### src/rtl/mpe_pkg.sv
package mpe_pkg;
  localparam int PKT_BYTES = 5;
  localparam logic [7:0] HDR_BASE = 8'h87;

  typedef struct packed {
    logic       load;  // capture deltas and buttons
    logic       push;  // push the byte picked by slot
    logic [2:0] slot;  // 0 header, 1 X, 2 Y, 3..4 padding
  } seqCmd_t;
endpackage

### src/rtl/mpe_seq.sv
module mpe_seq
  import mpe_pkg::*;
(
  input  logic    clk,
  input  logic    rstN,
  input  logic    clear,
  input  logic    moveStb,
  output seqCmd_t cmd,
  output logic    busy
);
  localparam logic [2:0] LAST_SLOT = 3'(PKT_BYTES - 1);

  logic [2:0] slot;

  always_ff @(posedge clk) begin
    if (!rstN || clear) begin
      busy <= 1'b0;
      slot <= '0;
    end else if (!busy) begin
      if (moveStb) begin
        busy <= 1'b1;
        slot <= '0;
      end
    end else if (slot == LAST_SLOT) begin
      busy <= 1'b0;
      slot <= '0;
    end else begin
      slot <= slot + 3'd1;
    end
  end

  always_comb begin
    cmd.load = !busy && moveStb && !clear;
    cmd.push = busy && !clear;
    cmd.slot = slot;
  end

  // the last slot ends the packet
  a_r1_packet_ends: assert property (@(posedge clk) disable iff (!rstN)
    (busy && slot == LAST_SLOT && !clear) |=> !busy);
  // a strobe while busy does not restart the slot count
  a_r9_busy_ignore: assert property (@(posedge clk) disable iff (!rstN)
    (busy && moveStb && slot != LAST_SLOT && !clear) |=> (busy && slot != 3'd0));
endmodule

### src/rtl/mpe_path.sv
module mpe_path
  import mpe_pkg::*;
#(
  parameter int DELTA_W = 10,
  parameter int DEPTH   = 16
) (
  input  logic               clk,
  input  logic               rstN,
  input  seqCmd_t            cmd,
  input  logic [DELTA_W-1:0] dx,
  input  logic [DELTA_W-1:0] dy,
  input  logic [2:0]         btns,   // {left, middle, right}
  input  logic               clear,
  input  logic               popStb,
  output logic [7:0]         rxData,
  output logic               rxAvail
);
  localparam int AW = (DEPTH > 1) ? $clog2(DEPTH) : 1;
  localparam int CW = $clog2(DEPTH + 1);
  localparam logic signed [DELTA_W:0] POS_LIM = (DELTA_W+1)'(127);
  localparam logic signed [DELTA_W:0] NEG_LIM = -(DELTA_W+1)'(127);
  localparam logic [AW-1:0] LAST_IDX = AW'(DEPTH - 1);
  localparam logic [CW-1:0] FULL_CNT = CW'(DEPTH);

  function automatic logic [7:0] clampByte(input logic signed [DELTA_W:0] v);
    if (v > POS_LIM)      return 8'h7F;
    else if (v < NEG_LIM) return 8'h81;
    else                  return v[7:0];
  endfunction

  logic [7:0] pktHdr, pktX, pktY, pushByte;
  logic [7:0] fifoMem [DEPTH];
  logic [AW-1:0] rdPtr, wrPtr;
  logic [CW-1:0] count;
  logic pushOk, popOk;
  logic signed [DELTA_W:0] dxWide, dyNeg;

  always_comb begin
    dxWide = $signed({dx[DELTA_W-1], dx});
    dyNeg  = -$signed({dy[DELTA_W-1], dy});
  end

  always_ff @(posedge clk) begin
    if (!rstN) begin
      pktHdr <= HDR_BASE;
      pktX   <= '0;
      pktY   <= '0;
    end else if (cmd.load) begin
      pktHdr <= HDR_BASE & ~{5'b0, btns};
      pktX   <= clampByte(dxWide);
      pktY   <= clampByte(dyNeg);
    end
  end

  always_comb begin
    case (cmd.slot)
      3'd0:    pushByte = pktHdr;
      3'd1:    pushByte = pktX;
      3'd2:    pushByte = pktY;
      default: pushByte = 8'h00;
    endcase
  end

  assign pushOk = cmd.push && (count < FULL_CNT);
  assign popOk  = popStb && (count != '0);

  always_ff @(posedge clk) begin
    if (pushOk) fifoMem[wrPtr] <= pushByte;
  end

  always_ff @(posedge clk) begin
    if (!rstN || clear) begin
      rdPtr   <= '0;
      wrPtr   <= '0;
      count   <= '0;
      rxAvail <= 1'b0;
    end else begin
      if (pushOk) wrPtr <= (wrPtr == LAST_IDX) ? '0 : wrPtr + 1'b1;
      if (popOk)  rdPtr <= (rdPtr == LAST_IDX) ? '0 : rdPtr + 1'b1;
      count <= count + CW'(pushOk) - CW'(popOk);
      if (cmd.push)  rxAvail <= 1'b1;
      else if (popOk) rxAvail <= (count > CW'(1));
    end
  end

  always_ff @(posedge clk) begin
    if (!rstN)       rxData <= '0;
    else if (popStb) rxData <= popOk ? fifoMem[rdPtr] : 8'h00;
  end

  a_r5_no_overflow: assert property (@(posedge clk) disable iff (!rstN)
    count <= FULL_CNT);
  a_r5_full_hold: assert property (@(posedge clk) disable iff (!rstN)
    (count == FULL_CNT && !popStb && !clear) |=> count == FULL_CNT);
  a_r6_empty_pop_zero: assert property (@(posedge clk) disable iff (!rstN)
    (popStb && count == '0 && !clear) |=> rxData == 8'h00);
  a_r7_avail_tracks: assert property (@(posedge clk) disable iff (!rstN)
    rxAvail == (count != '0));
  a_r8_clear_empties: assert property (@(posedge clk) disable iff (!rstN)
    clear |=> (count == '0 && !rxAvail));
endmodule

### src/rtl/mouse_pkt_enc.sv
module mouse_pkt_enc
  import mpe_pkg::*;
#(
  parameter int DELTA_W = 10,
  parameter int DEPTH   = 16
) (
  input  logic               clk,
  input  logic               rstN,
  input  logic               moveStb,
  input  logic [DELTA_W-1:0] dx,
  input  logic [DELTA_W-1:0] dy,
  input  logic               btnLeft,
  input  logic               btnMid,
  input  logic               btnRight,
  input  logic               clear,
  input  logic               readStb,
  output logic [7:0]         rxData,
  output logic               rxAvail
);
  seqCmd_t seqCmd;
  logic    seqBusy;

  mpe_seq i_seq (
    .clk     (clk),
    .rstN    (rstN),
    .clear   (clear),
    .moveStb (moveStb),
    .cmd     (seqCmd),
    .busy    (seqBusy)
  );

  mpe_path #(.DELTA_W(DELTA_W), .DEPTH(DEPTH)) i_path (
    .clk     (clk),
    .rstN    (rstN),
    .cmd     (seqCmd),
    .dx      (dx),
    .dy      (dy),
    .btns    ({btnLeft, btnMid, btnRight}),
    .clear   (clear),
    .popStb  (readStb),
    .rxData  (rxData),
    .rxAvail (rxAvail)
  );

  // pushing only follows an accepted strobe
  a_r1_push_after_load: assert property (@(posedge clk) disable iff (!rstN)
    (seqCmd.load) |=> (seqBusy || clear));
endmodule

### config.mk
export PLATFORM = sky130hd
export DESIGN_NAME = mouse_pkt_enc
export DESIGN_NICKNAME = d
export VERILOG_FILES = /design/src/rtl/mpe_pkg.sv /design/src/rtl/mpe_seq.sv /design/src/rtl/mpe_path.sv /design/src/rtl/mouse_pkt_enc.sv
export SDC_FILE = /design/constraint.sdc
export NUM_CORES = 1
export LEC_CHECK = 0
export ABC_AREA = 1
export BUFFER_PORTS_ARGS = -buffer_cell sky130_fd_sc_hd__buf_2
export CAP_MARGIN = 25
export CORE_ASPECT_RATIO = 0.8
export CORE_MARGIN = 4
export CORE_UTILIZATION = 60
export CTS_BUF_LIST = sky130_fd_sc_hd__clkbuf_8 sky130_fd_sc_hd__clkbuf_16
export CTS_CLUSTER_SIZE = 24
export DETAILED_ROUTE_END_ITERATION = 8
export GPL_ROUTABILITY_DRIVEN = 0
export PLACE_DENSITY_LB_ADDON = 0.25
export SYNTH_ARGS = -nofsm -noshare
export SYNTH_HDL_FRONTEND = slang
export SYNTH_SLANG_ARGS = --single-unit
### constraint.sdc
create_clock -name clk -period 3.55 [get_ports clk]
set_input_delay 0.1775 -clock clk [delete_from_list [all_inputs] [get_ports clk]]
set_output_delay 0.1775 -clock clk [all_outputs]
set_load 0.05 [all_outputs]
-- Yosys cells after proc, flatten, opt, wreduce, memory -nomap -nowiden
Memories as Yosys holds them, arrays and structs flattened. A register that Yosys moved wholly into a read port is not among the register bits.
Index checks and enable logic that the tools add are counted.
Widths: inputs -> output; s select.
- register bits after elaboration: 46
- RAM bits: 128
- output and inout bits: 9
- logic and storage cells: 62
- memories: 1
- memory list (memory ; depth ; bits a word ; rd ports ; clocked after Yosys merged registers in ; write ports ; line ; RTL):
    i_path.fifoMem ; 16 ; 8 ; 1 ; 1 ; 1 ; mpe_path.sv:32 ; logic [7:0] fifoMem [DEPTH];
- add/subtract/negate cells: 6
- magnitude comparators: 6
- equal/unequal tests: 5
- muxes and demuxes: 20
- bitwise logic cells: 1
- reduce and logical (&&, ||, !) cells: 13
- operators with widths (operator ; count):
    $mux 8 ; 5
    $pmux 8 s3 ; 1
    $mux 4 ; 4
    $gt 11x8->1 const B ; 1
    $lt 11x8->1 const B ; 1
    $neg 10->11 ; 1
    $gt 10x8->1 const B ; 1
    $lt 10x8->1 const B ; 1
    $mux 3 ; 3
    $add 4x1->4 const B ; 2
    $eq 4x4->1 const B ; 2
    $not 3->8 ; 1
    $mux 1 ; 7
    $add 5x1->5 ; 1
    $gt 5x1->1 const B ; 1
    $logic_and 1x1->1 ; 5
    $lt 5x5->1 const B ; 1
    $reduce_bool 5->1 ; 1
    $sub 5x1->5 ; 1
    $reduce_bool 2->1 ; 2
    $add 3x1->3 const B ; 1
    $eq 3x1->1 const B ; 1
    $eq 3x2->1 const B ; 1
    $eq 3x3->1 const B ; 1
    other kinds (3) ; 5

-- Logic depth before layout (Yosys ltp)
- word-level depth: 5
- depth in mapped cells: 14

-- Modules after synthesis
From an unflattened synthesis, not the netlist that was laid out.
- cell total of the unflattened synthesis: 791
- area total of the unflattened synthesis: 7836.3 sq um
- modules (own cells, without submodules) (module ; times used ; cells an instance ; area each (sq um)):
    mpe_path ; 1 ; 759 ; 7621.1
    mpe_seq ; 1 ; 32 ; 215.2

-- Least setup slack after synthesis
Ideal clock, no wire load.
- path kind: register -> register
- start: register i_path.count[3]
- end: register i_path.count[4]
- setup time: 0.070 ns
- arrival: 2.387 ns
- data required time: 3.480 ns
- slack: 1.093 ns
- stages on the path, launching flop included: 15
- buffers on the path: 0
- path through: dfxtp_1 inv_1 ha_1 nand3_1 o21ai_1 inv_2 ha_1 inv_1 ha_1 fa_1 nand2_1 a21oi_1 nor2_1 o21ai_0 a21oi_1
- longest elaborated chain between the ends: 4
- elaborated cells between the ends (all ways): 6
- classes of those cells: add/sub: 2; order compare: 1; reduce/logical: 3
- ends and longest elaborated chain (item ; line ; RTL):
    start, declared ; mpe_path.sv:34 ; logic [CW-1:0] count;
    start signal, assigned ; mpe_path.sv:80 ; count <= count + CW'(pushOk) - CW'(popOk);
    $lt 5x5->1 ; mpe_path.sv:64 ; assign pushOk = cmd.push && (count < FULL_CNT);
    $logic_and 1x1->1 ; mpe_path.sv:64 ;
    $add 5x1->5 ; mpe_path.sv:80 ;
    $sub 5x1->5 * ; mpe_path.sv:80 ;
Every way passes the cells marked *; elsewhere a longest branch is shown, timed or not.
A chain may end at the register's enable or synchronous reset.

-- Final worst setup path
Ends and elaborated chain as after synthesis.

==> out/metrics.yaml <==
hold_path:
  whs_path_depth: 3
  hold_start: "dx[0]"
  holdPathEnd: "i_path.pktX[0]$_SDFFE_PN0P_"
  hp-class: "in -> reg"
placed_design:
  dpl_cell_area_um2: 8040
  hpwl_um: 10900
  io_buffers: 36
  dp.cells: 955
synth:
  yosys_register_bits: 177
  synth_area_per_cell_um2: 10.0
  synth_area_leaders: "edfxtp_1 (50%), dfxtp_1 (13%), nor2_1 (7.4%)"
  syn-num-nets: 817
  synth_top_cell_by_area: "edfxtp_1"
  synthCells: 768
  synth_top_area_share_pct: 49.8
  synthArstFlopShare_pct: 0
  synth_ff_type: "edfxtp_1"
  synthesis.area_um2: 7720
  synth_edf_count: 128
  ys_warn_count: 0
  seq_area_frac_synth_pct: 62.5
  ys_types: 34
die:
  rows: 36
  die_h_um: 109
  start_util_pct: 62.3
  fp.dieW_um: 135
  dieArea_um2: 14800
  core_area_um2: 12400
  ios: 37
finish:
  drive_above_1_share_pct: 12.2
  regArea_um2: 4830
  fillers: 906
  final_area_um2: 8650
  n_antenna_cell: 0
  syn_to_final_growth_pct: 12.0
  fin_util_pct: 69.8
  final_net_count: 856
  final_cells: 991
  multi_input_area_um2: 2530
worst_setup_path:
  r2r_setup_slack_ns: 0.66
  crit_required_ns: 3.90
  worst_path_largest_cell_delay_ns: 0.47
  path_class: "reg -> reg"
  cp-end-kind: "flop"
  path_common_cell: "ha_1"
  worstSetupStartpointType: "flop"
  r2r_cells: 14
  critPathMaxFanout: 10
  rr_endpoint: "i_path.count[4]$_SDFF_PP0_"
  worstReg2RegStart: "i_path.count[3]$_SDFF_PP0_"
  path_cells: "inv_1 > ha_1 > nand3_1 > o21ai_1 > inv_2 > ha_1 > inv_1 > ha_1 > fa_1 > nand2_1 > a21oi_1 > nor2_1 > o21ai_0 > a21oi_1"
  slowest_stage: "o21ai_1"
  arrival_ns: 3.24
power_and_ir_drop:
  total_power_w: 0.00502
  power_density_nw_per_um2: 581
  combinationalPowerShare_pct: 18.6
  ir_worst_vdd_uv: 343
  p_leak_nw: 3.19
  p_seq_share_pct: 46.3
  p_clk_share_pct: 35.1
  power.internal_w: 0.00357
  switching_share_pct: 28.8
  switching_power_w: 0.00145
cts:
  cts_tree: "done"
  clock_path_buffers: 2
  clkSlewWorstSetupHoldPaths_ns: 0.06
  cts_root_buffer: "clkbuf_16"
  cts-resized-gates: 0
  cts_buffers: 17
  h-tree-depth: 4
  clk_latency_ns: 0.42
  cts_sinks: 177
grt:
  overflow: 0
  grt_pass1_wl_um: 26800
  grt_antenna_before_repair: 0
  grt_usage_pct: 24.1
  grt_max_degree: 65
  grt_pass1_vias: 5204
timing:
  period_share_pct: 81.4
  tns_ns: 0
  drv_slew: 0
  setup_viol: 0
  fin_skew_ns: 0.00771
  hold_viol_final: 0
  finalCriticalPeriod_ns: 2.89
  worstMarginPinSlew_ns: 0.909
  max_freq_mhz: 346
  slew_headroom_pct: 39.3
  grt_setup_unrepaired: "no"
drt:
  vias: 5635
  post_drt_wl_per_cell_um: 17.0
  post_drt_via_cell_ratio: 5.69
  ant_nets: 0
  drcViolationCount: 0
  wirelength_um: 16800
  drt_first_pass_iters: 5
  dr.first_iter.drc_count: 556
flow_run:
  drv_cap: 0
outcome:
  status: "complete, no violations"
what timing repair did:
item / in CTS / in global routing
hold buffers: 3 / 0
setup buffers: 0 / 0
hold endpoints to repair: 3 / 0
layer usage:
| metal | up-vias | GRT usage (%) | wire length (um) |
|---|---|---|---|
| met2 | 197 | 37.2 | 7720 |
| met1 | 2695 | 34.7 | 7550 |
| met3 | 20 | 5.63 | 1280 |
| met5 | - | 0 | 0 |
| met4 | 0 | 6.83 | 268 |
| li1 | 2723 | - | - |
worst max-delay path: cells and delay by family, from the launching register on:
kind            cells  cell delay (ns)
buf+inv             3             0.35
fa+ha+maj           4             1.10
compound gates      4             0.74
simple gates        3             0.33
flops               1             0.31
cell type report:
type / instances / area share [%]
clock buffer: 20 / 5.40
clock inverter: 12 / 1.09
inverter: 61 / 2.65
multi-input combinational: 503 / 29.3
sequential: 177 / 55.8
tap: 171 / 2.47
timing repair buffer: 47 / 3.27
metrics by stage:
stage / worst slack [ns] / hold WS [ns]
final: 0.662 / 0.0389
after detailed placement: 0.749 / 0.388
after global placement: 0.917 / 0.381
after floorplan: 1.09 / 0.293
after global routing: 0.420 / 0.0414
after CTS: 0.660 / 0.0292
worst max-delay path by stage:
stage	from	end	slack [ns]	cells after the start
final	i_path.count[3]$_SDFF_PP0_	i_path.count[4]$_SDFF_PP0_	0.66	14
after global routing	i_path.count[3]$_SDFF_PP0_	i_path.count[4]$_SDFF_PP0_	0.42	14
after CTS	i_path.count[3]$_SDFF_PP0_	i_path.count[4]$_SDFF_PP0_	0.66	14
after detailed placement	i_path.count[3]$_SDFF_PP0_	i_path.count[4]$_SDFF_PP0_	0.75	14
after global placement	i_path.count[3]$_SDFF_PP0_	i_path.count[4]$_SDFF_PP0_	0.92	14
after floorplan	i_path.count[3]$_SDFF_PP0_	i_path.count[4]$_SDFF_PP0_	1.09	14
cells in the final DEF (no fill, tap or decap), drive strengths merged:
cell,n
o211ai,34
a21oi,39
nand4,2
o21ai,96
nand2,102
a211oi,1
nor3,4
xnor2,1
inv,66
a22o,2
bufinv,1
ha,20
xor2,1
or2,1
clkinvlp,2
dfxtp,49
fa,1
dlygate4sd3,3
nand3,35
nand3b,1
edfxtp,128
o31ai,1
a21boi,1
clkinv,4
clkbuf,20
a22oi,1
buf,44
nor2,160
cells in the mapped netlist (2+ instances only):
cell type and n:
ha_1 20, nand2_2 7, nand3_1 34, nand4_1 2, clkbuf_1 10, nor2_1 153
inv_1 53, o211ai_1 34, nor2_4 3, o21ai_0 90, nor2_2 4, nand2_1 95
a22o_1 2, inv_2 8, buf_4 3, buf_2 13, dfxtp_1 49, nor3_1 4
o21ai_1 5, a21oi_1 38, edfxtp_1 128
power groups by stage:
stage	logic (W)	registers, W	clock network, W
2_1_floorplan	0.000590	0.00243	0
3_3_place_gp	0.000859	0.00237	0
3_5_place_dp	0.000904	0.00237	0
4_1_cts	0.000921	0.00232	0.00178
5_1_grt	0.00104	0.00233	0.00188
6_report	0.000933	0.00233	0.00176
logic make-up (layout without fill, tap and decap cells):
logic type | count (synthesis) | after routing | synth area share (%)
AND/OR/NAND/NOR | 305 | 305 | 16.3
flip-flops | 177 | 177 | 62.5
buffers and inverters | 88 | 140 | 4.65
adder cells (fa/ha/maj) | 21 | 21 | 3.50
XOR/XNOR | 2 | 2 | 0.227
AO/OA/AOI/OAI | 175 | 175 | 12.8
sequential cells by signal, summed over array words and instances (netlist names), named ones only:
register	flops
i_path.count	5
i_path.fifoMem	128
i_path.pktHdr	3
i_path.pktX	8
i_path.pktY	8
i_path.rdPtr	4
i_path.rxAvail	1
i_path.rxData	8
i_path.wrPtr	4
i_seq.busy	1
i_seq.slot	3
Power figures use the tool's default switching activity.
